`src/rtl/awu_pkg.sv`:
```
package awu_pkg;

    localparam int PRIO_W = 2;

    localparam logic [PRIO_W-1:0] MASK_AT_RESET = 2'b11;
    localparam logic [PRIO_W-1:0] MASK_IN_HALT  = 2'b10;

    typedef enum logic [1:0] {
        PS_RUN,
        PS_HALT,
        PS_RECOVER
    } pwr_state_e;

    typedef enum logic {
        WC_IRQ,
        WC_RST
    } wake_cause_e;

    typedef struct packed {
        logic rc;
        logic main;
        logic periph;
        logic cpu;
    } clk_gate_t;

    function automatic clk_gate_t gates_for(input pwr_state_e s);
        clk_gate_t g;
        case (s)
            PS_HALT:    g = '{rc: 1'b1, main: 1'b0, periph: 1'b0, cpu: 1'b0};
            PS_RECOVER: g = '{rc: 1'b0, main: 1'b1, periph: 1'b0, cpu: 1'b1};
            default:    g = '{rc: 1'b0, main: 1'b1, periph: 1'b1, cpu: 1'b1};
        endcase
        return g;
    endfunction

endpackage

```
`src/rtl/awu_entry_ctrl.sv`:
```
module awu_entry_ctrl
    import awu_pkg::*;
(
    input  logic halt_req,
    input  logic awu_en,
    input  logic act_halt_sel,
    input  logic wdg_en,
    input  logic wdg_halt_opt,
    input  logic in_run,
    output logic go_halt,
    output logic wdg_trip
);
    logic eligible;
    logic wdg_blocks;

    always_comb begin
        eligible   = in_run && halt_req && awu_en && !act_halt_sel;
        wdg_blocks = wdg_en && !wdg_halt_opt;
        go_halt    = eligible && !wdg_blocks;
        wdg_trip   = eligible && wdg_blocks;
    end
endmodule

```
`src/rtl/awu_settle_timer.sv`:
```
module awu_settle_timer
    import awu_pkg::*;
#(
    parameter int DELAY = 64
) (
    input  logic clk,
    input  logic rst,
    input  logic load,
    input  logic run,
    output logic expired
);
    localparam int W = (DELAY > 1) ? $clog2(DELAY) : 1;
    localparam logic [W-1:0] TOP = W'(DELAY - 1);

    logic [W-1:0] cnt_q;

    always_ff @(posedge clk) begin
        if (rst) begin
            cnt_q <= '0;
        end else if (load) begin
            cnt_q <= TOP;
        end else if (run && cnt_q != '0) begin
            cnt_q <= cnt_q - 1'b1;
        end
    end

    assign expired = (cnt_q == '0);


    load_top_chk: assert property (@(posedge clk) disable iff (rst)
        load |=> (cnt_q == TOP));


    count_step_chk: assert property (@(posedge clk) disable iff (rst)
        (run && !load && cnt_q != '0) |=> (cnt_q == $past(cnt_q) - 1'b1));
endmodule

```
`src/rtl/awu_mask_ctrl.sv`:
```
module awu_mask_ctrl
    import awu_pkg::*;
(
    input  logic              clk,
    input  logic              rst,
    input  logic              enter_halt,
    input  logic              service,
    input  logic [PRIO_W-1:0] prio,
    input  logic              pop,
    output logic [PRIO_W-1:0] imask
);
    logic [PRIO_W-1:0] mask_q;
    logic [PRIO_W-1:0] saved_q;

    always_ff @(posedge clk) begin
        if (rst) begin
            mask_q  <= MASK_AT_RESET;
            saved_q <= MASK_AT_RESET;
        end else if (enter_halt) begin
            mask_q <= MASK_IN_HALT;
        end else if (service) begin
            saved_q <= mask_q;
            mask_q  <= prio;
        end else if (pop) begin
            mask_q <= saved_q;
        end
    end

    assign imask = mask_q;


    halt_mask_chk: assert property (@(posedge clk) disable iff (rst)
        enter_halt |=> (imask == MASK_IN_HALT));


    svc_mask_chk: assert property (@(posedge clk) disable iff (rst)
        (service && !enter_halt) |=> (imask == $past(prio)));
endmodule

```
`src/rtl/awu_halt_seq.sv`:
```
module awu_halt_seq
    import awu_pkg::*;
#(
    parameter int                NUM_IRQ       = 8,
    parameter logic [NUM_IRQ-1:0] WAKE_SRC_MASK = 8'h03,
    parameter int                SETTLE_CYC    = 64
) (
    input  logic               clk,
    input  logic               rst,
    input  logic               halt_req_i,
    input  logic               awu_en_i,
    input  logic               act_halt_sel_i,
    input  logic               wdg_en_i,
    input  logic               wdg_halt_opt_i,
    input  logic               wake_rst_i,
    input  logic [NUM_IRQ-1:0] wake_irq_i,
    input  logic [PRIO_W-1:0]  irq_prio_i,
    input  logic               pop_i,
    output logic               rc_osc_en_o,
    output logic               main_osc_en_o,
    output logic               periph_clk_en_o,
    output logic               ext_periph_clk_en_o,
    output logic               cpu_clk_en_o,
    output logic [PRIO_W-1:0]  imask_o,
    output logic               wdg_rst_o,
    output logic               fetch_rst_vec_o,
    output logic               service_irq_o,
    output logic               cc_push_o
);
    pwr_state_e        st_q, st_d;
    wake_cause_e       cause_q;
    logic [PRIO_W-1:0] prio_q;
    logic              wdg_q, fetch_q, svc_q;

    logic go_halt, wdg_trip;
    logic irq_wake, any_wake, leave_rec, expired;
    clk_gate_t gate;

    awu_entry_ctrl u_entry (
        .halt_req     (halt_req_i),
        .awu_en       (awu_en_i),
        .act_halt_sel (act_halt_sel_i),
        .wdg_en       (wdg_en_i),
        .wdg_halt_opt (wdg_halt_opt_i),
        .in_run       (st_q == PS_RUN),
        .go_halt      (go_halt),
        .wdg_trip     (wdg_trip)
    );

    awu_settle_timer #(.DELAY(SETTLE_CYC)) u_timer (
        .clk     (clk),
        .rst     (rst),
        .load    (st_q == PS_HALT && any_wake),
        .run     (st_q == PS_RECOVER),
        .expired (expired)
    );

    always_comb begin
        irq_wake  = |(wake_irq_i & WAKE_SRC_MASK);
        any_wake  = wake_rst_i || irq_wake;
        leave_rec = (st_q == PS_RECOVER) && expired;
        st_d      = st_q;
        case (st_q)
            PS_RUN:     if (go_halt)  st_d = PS_HALT;
            PS_HALT:    if (any_wake) st_d = PS_RECOVER;
            PS_RECOVER: if (expired)  st_d = PS_RUN;
            default:    st_d = PS_RUN;
        endcase
    end

    awu_mask_ctrl u_mask (
        .clk        (clk),
        .rst        (rst),
        .enter_halt (go_halt),
        .service    (leave_rec && cause_q == WC_IRQ),
        .prio       (prio_q),
        .pop        (pop_i),
        .imask      (imask_o)
    );

    always_ff @(posedge clk) begin
        if (rst) begin
            st_q    <= PS_RUN;
            cause_q <= WC_IRQ;
            prio_q  <= '0;
            wdg_q   <= 1'b0;
            fetch_q <= 1'b0;
            svc_q   <= 1'b0;
        end else begin
            st_q    <= st_d;
            wdg_q   <= wdg_trip;
            fetch_q <= leave_rec && cause_q == WC_RST;
            svc_q   <= leave_rec && cause_q == WC_IRQ;
            if (st_q == PS_HALT && any_wake) begin
                cause_q <= wake_rst_i ? WC_RST : WC_IRQ;
                prio_q  <= irq_prio_i;
            end
        end
    end

    assign gate                = gates_for(st_q);
    assign rc_osc_en_o         = gate.rc;
    assign main_osc_en_o       = gate.main;
    assign periph_clk_en_o     = gate.periph;
    assign cpu_clk_en_o        = gate.cpu;
    assign ext_periph_clk_en_o = 1'b1;
    assign wdg_rst_o           = wdg_q;
    assign fetch_rst_vec_o     = fetch_q;
    assign service_irq_o       = svc_q;
    assign cc_push_o           = svc_q;

    logic [15:0] rec_len_q;
    always_ff @(posedge clk) begin
        if (rst)                    rec_len_q <= '0;
        else if (st_q == PS_RECOVER) rec_len_q <= rec_len_q + 1'b1;
        else                         rec_len_q <= '0;
    end


    rec_len_chk: assert property (@(posedge clk) disable iff (rst)
        leave_rec |-> (rec_len_q == 16'(SETTLE_CYC - 1)));


    periph_order_chk: assert property (@(posedge clk) disable iff (rst)
        periph_clk_en_o |-> (main_osc_en_o && cpu_clk_en_o));


    exit_excl_chk: assert property (@(posedge clk) disable iff (rst)
        !(fetch_rst_vec_o && service_irq_o));


    halt_exit_chk: assert property (@(posedge clk) disable iff (rst)
        (st_q == PS_HALT && !any_wake) |=> (st_q == PS_HALT));


    wdg_no_halt_chk: assert property (@(posedge clk) disable iff (rst)
        wdg_rst_o |-> (st_q == PS_RUN));
endmodule

```
`config.mk`:
```
export PLATFORM = sky130hd
export DESIGN_NAME = awu_halt_seq
export DESIGN_NICKNAME = d
export VERILOG_FILES = /design/src/rtl/awu_pkg.sv /design/src/rtl/awu_entry_ctrl.sv /design/src/rtl/awu_settle_timer.sv /design/src/rtl/awu_mask_ctrl.sv /design/src/rtl/awu_halt_seq.sv
export SDC_FILE = /design/constraint.sdc
export NUM_CORES = 1
export LEC_CHECK = 0
export BUFFER_PORTS_ARGS = -buffer_cell sky130_fd_sc_hd__buf_4
export CAP_MARGIN = 20
export CORE_MARGIN = 2
export CORE_UTILIZATION = 52
export CTS_CLUSTER_SIZE = 14
export DETAILED_ROUTE_END_ITERATION = 8
export PLACE_DENSITY = 0.82
export SYNTH_ARGS = -nofsm -noshare
export SYNTH_HDL_FRONTEND = slang
export SYNTH_SLANG_ARGS = --single-unit
export TNS_END_PERCENT = 20
```
`constraint.sdc`:
```
create_clock -name clk -period 3.4 [get_ports clk]
set_input_delay 0.34 -clock clk [delete_from_list [all_inputs] [get_ports clk]]
set_output_delay 0.34 -clock clk [all_outputs]
set_load 0.005 [all_outputs]
```
# Yosys cells after proc, flatten, opt, wreduce, memory -nomap -nowiden
# Cells that the tools add are included.
# totals
mem_count,0
out_inout_bits,11
mem_bits_rw,0
in_bits,19
latchBits,0
rom_bits,0
register_bits,18
word_cells,54
# op_classes
order_cmp,0
eq_ne,5
div_mod_pow,0
reduce_logical,25
n_shift,0
bitwise_logic,2
mul,0
add_sub_neg,1
n_mux,11
# ops
cell,n
$mux W6,2
$logic_and A1 B1 Y1,11
$mux W2,5
$pmux W4 S2,1
$logic_not A6 Y1,1
$ne A2 B2 Y1 const B,3
$pmux W2 S3,1
$reduce_bool A6 Y1,1
$sub A6 B1 Y6 const B,1
$reduce_bool A2 Y1,2
$reduce_or A2 Y1,2
$logic_not A1 Y1,3
$reduce_and A3 Y1,1
$reduce_bool A3 Y1,1
$eq A2 B1 Y1 const B,1
$eq A2 B2 Y1 const B,1
$logic_not A2 Y1,1
$mux W1,2
$not A1 Y1,2
$reduce_and A2 Y1,1
$logic_or A1 B1 Y1,1

# Depth between registers and ports, before layout
# depth
ltp_word,7
mapped_depth,6
mapped_depth_nobuf,6

# Cells and area by module
# A second synthesis with hierarchy kept.
# unflattened
hier_cells,108
area_unflattened_um2,989.7
# by_module_without_submodules
mod,cells_each,area_per_inst_um2,seq_area_each_um2,n_inst
awu_halt_seq,44,406.6,160.2,1
awu_settle_timer,41,356.6,120.1,1
awu_mask_ctrl,19,181.4,80.1,1
awu_entry_ctrl,4,45.0,0.0,1

# Worst setup path after synthesis
# No wires, ideal clock.
# synth_path
kind,register -> register
startpoint,reg u_timer.cnt_q[0]
endpoint,reg u_timer.cnt_q[1]
path_buffers,0
slack_ns,1.463
synth_period_minus_slack_ns,1.937
path_stages_with_launch,7
arrival_time_ns,1.866
required_ns,3.329
setup_time_ns,0.071
cell_sequence,dfxtp_1 inv_1 ha_1 or4b_4 o21ai_1 mux2_2 a21oi_1
# synth_via
elab_chain_cells,3
word_cells_on_any_way,6
cone_classes,1 x add/sub; 2 x mux; 3 x reduce/logical
# synth_rtl
element,line,source
"start, declared",awu_settle_timer.sv:15,logic [W-1:0] cnt_q;
"start signal, assigned",awu_settle_timer.sv:23,cnt_q <= cnt_q - 1'b1;
$sub A6 B1 Y6 / $reduce_bool A6 Y1 (equally long branches),"awu_settle_timer.sv:23, awu_settle_timer.sv:22",
$mux W6 / $logic_and A1 B1 Y1 (equally long branches),awu_settle_timer.sv:22,end else if (run && cnt_q != '0) begin
$mux W6 / $reduce_bool A2 Y1 (equally long branches),n/a,
# Several ways; a longest one is shown, not always the timed one. The select of a mux whose other input is x is not followed.
# A chain may end at the register's enable or synchronous reset.

# Worst setup path in the final report
# Same ends and word-level chain as after synthesis.

==> flow_summary.ini <==
[status]
status = complete, no violations

[place]
placement.io_buffers = 22
place.detailed.hpwl_um = 1330
gp_congestion = 0.728

[worst_setup_path]
reg2reg_setup_slack_ns = 1.24
timing.rr.end = u_timer.cnt_q[1]$_SDFFE_PP0P_
worst_setup_path_start_kind = register
timing.reg2reg.worst_path_depth = 6
worst-path-buf-inv = 1
max_stage_delay_ns = 0.49
timing.critical_path.to_type = register
critical_path_type = reg2reg
r2r-start = u_timer.cnt_q[0]$_SDFFE_PP0P_
worstPathRequired_ns = 3.64
crit_family = compound AO/OA/AOI/OAI gates
worst_path_max_delay_cell = sky130_fd_sc_hd__or4b_4
cp_max_fo = 7
arrival_ns = 2.40
critical_path.cell_chain = inv_1, ha_1, or4b_4, o21ai_1, mux2_2, a21oi_1

[clocking]
clk_path_buf_depth = 2
clock_root_buffer = sky130_fd_sc_hd__clkbuf_4
ctsHoldBuffers = 0
htree_levels = 1
cts.sink_count = 18
cts_setup_buffers = 0
tritoncts.num_buffers = 3
clkLatencyLatePin_ns = 0.30
tritoncts = yes
postcts_resize_cnt = 0
worst_setup_hold_path_clk_slew_ns = 0.11

[layout]
final_util = 0.653
nets = 145
antenna_cells_inserted = 0
areaGrowthSynthToFinish_pct = 20.7
drive_above_1_share = 0.286

[sta]
number_of_setup_violations_in_the_final_report = 0
final_hold_viol_count = 0
post-route-period-util = 0.634
clock-skew-final_ns = 0.00389
achievable-frequency_mhz = 464
hold-worst-slack_ns = 0.284
tns_ns = 0
worst_slew_margin_rel = 0.633
slew_viol_final = 0
tightestPinTransition_ns = 0.547
fin_crit_ns = 2.16
rsz_0062_raised_after_global_routing = no

[global_routing]
grt.total_usage = 0.196
overflow = 0
largest_net_degree_at_the_start_of_global_routing = 22
first_global_vias = 672
antenna_violations_before_repair = 0
grt_pass1_wl_um = 2880

[route]
detail_route.wirelength_um = 1800
viasPerCell = 5.57
detail_route.wl_per_cell_um = 13.3
final_antenna_net_count = 0
first_iter_violations = 5
total_number_of_vias = 758
post-route-drc-count = 0
firstDrtPassIters = 4

[logic_synthesis]
ys_top_cells_by_count = sky130_fd_sc_hd__dfxtp_1, sky130_fd_sc_hd__nor2_1, sky130_fd_sc_hd__inv_1, sky130_fd_sc_hd__mux2i_1, sky130_fd_sc_hd__ha_1
yosys-top-cells-area = sky130_fd_sc_hd__dfxtp_1, sky130_fd_sc_hd__ha_1, sky130_fd_sc_hd__mux2i_1
synth_most_common_cell = sky130_fd_sc_hd__dfxtp_1
yosysUniqueCellTypes = 33
synth_seq_cells = 18
synth_ff_type = sky130_fd_sc_hd__dfxtp_1
yosysWarnings = 0
netlist_area_before_placement_um2 = 913
avgSynthCellArea_um2 = 9.23
synth_sequential_area_ratio = 0.395
syn_nets = 124
synthArstFlopShare = 0
post_synth_inst_count = 99
synth_enable_flop_cells = 0
yosysTopAreaCellShare = 0.395
synth_largest_area_cell = sky130_fd_sc_hd__dfxtp_1

[pwr]
ir_worst_vdd_mv = 0.260
cellPowerDensity_nw_per_um2 = 379
static-leakage-power_nw = 0.460
report.power.total_uw = 418

[min_path]
min-delay-path-class = in2reg
hold-path-cell-count = 3
min_delay_worst_endpoint = prio_q[1]$_SDFFE_PP0P_
min-delay-start = irq_prio_i[1]

[floorplanning]
ios = 30
core_region_area_um2 = 1690
die_h_um = 45.9
chipWidth_um = 45.9
die_area_um2 = 2110
core.rowCount = 15
start_util = 0.541

[flow_run]
timing.max_cap.violations = 0
==> layout make-up <==
class	count	area [um2]
clock buffer	4	36.3
tap	17	21.3
timing repair buffer	22	165
inverter	7	26.3
multi-input combinational	68	493
sequential	18	360
fill	144	587
==> worst min-delay path: stages <==
cell	delay, ns
sky130_fd_sc_hd__buf_4	0.08
sky130_fd_sc_hd__mux2i_1	0.05
sky130_fd_sc_hd__nor2_1	0.08
==> registers in the layout (all words and copies together), names as in the netlist <==
register and flops:
st_q 2, prio_q 2, wdg_rst_o 1, u_mask.saved_q 2, fetch_rst_vec_o 1, cause_q 1, u_timer.cnt_q 6, u_mask.imask 2
cc_push_o 1
==> cell families (layout without fill, tap and decap cells) <==
logic type / Yosys count / count (layout) / share of synthesized area
muxes: 9 / 9 / 0.101
AOI/OAI and AO/OA: 17 / 17 / 0.123
and+or+nand+nor: 34 / 34 / 0.219
adders and majority gates: 6 / 6 / 0.0822
xor gates and xnor gates: 1 / 1 / 0.00959
buffers and inverters: 13 / 33 / 0.0658
other: 1 / 1 / 0.00411
DFF: 18 / 18 / 0.395
==> routing by layer <==
metal	track usage	vias up	part of all wire
met2	0.325	20	0.48
met5	0	-	0
li1	-	382	-
met3	0.0476	2	0.040
met4	0.103	0	0.0094
met1	0.230	354	0.47
==> cell usage in the layout, fill, tap and decap left out, drive strengths merged <==
master  Yosys  routed
buf         3      22
dfxtp      18      18
nor2       12      12
inv         7       7
mux2i       7       7
ha          6       6
nand2       5       5
nor3        4       4
a31oi       4       4
o21ai       4       4
clkbuf      3       4
a21oi       3       3
or4         2       2
mux2        2       2
a311oi      2       2
nor4b       2       2
nand3b      1       1
nor2b       1       1
or4b        1       1
and2b       1       1
nand2b      1       1
or2         1       1
or3         1       1
xnor2       1       1
a2111o      1       1
o21bai      1       1
a31o        1       1
a22oi       1       1
nor3b       1       1
nand3       1       1
conb        1       1
==> worst max-delay path by stage <==
| stage | from | to | slack, ns | depth (start not counted) |
|---|---|---|---|---|
| finish | u_timer.cnt_q[0]$_SDFFE_PP0P_ | u_timer.cnt_q[1]$_SDFFE_PP0P_ | 1.24 | 6 |
| global route | u_timer.cnt_q[0]$_SDFFE_PP0P_ | u_timer.cnt_q[1]$_SDFFE_PP0P_ | 1.14 | 6 |
| CTS | u_timer.cnt_q[0]$_SDFFE_PP0P_ | u_timer.cnt_q[1]$_SDFFE_PP0P_ | 1.27 | 6 |
| detailed placement | u_timer.cnt_q[0]$_SDFFE_PP0P_ | u_timer.cnt_q[1]$_SDFFE_PP0P_ | 1.30 | 6 |
| global placement | u_timer.cnt_q[0]$_SDFFE_PP0P_ | u_timer.cnt_q[1]$_SDFFE_PP0P_ | 1.33 | 6 |
| floorplan | u_timer.cnt_q[0]$_SDFFE_PP0P_ | u_timer.cnt_q[1]$_SDFFE_PP0P_ | 1.46 | 6 |
==> power breakdown <==
part           internal, mW  switching [mW]
sequential            0.217         0.00660
combinational        0.0308          0.0288
clock                0.0653          0.0690
total                 0.314           0.104
==> metrics by stage <==
| stage | setup WS, ns | cell area [um2] | instances |
|---|---|---|---|
| 2_1_floorplan | 1.46 | 913 | 99 |
| 3_3_place_gp | 1.33 | 1070 | 132 |
| 3_5_place_dp | 1.30 | 1070 | 132 |
| 4_1_cts | 1.27 | 1100 | 136 |
| 5_1_grt | 1.14 | 1100 | 136 |
| 6_report | 1.24 | 1100 | 136 |
Power figures use the tool's default switching activity.
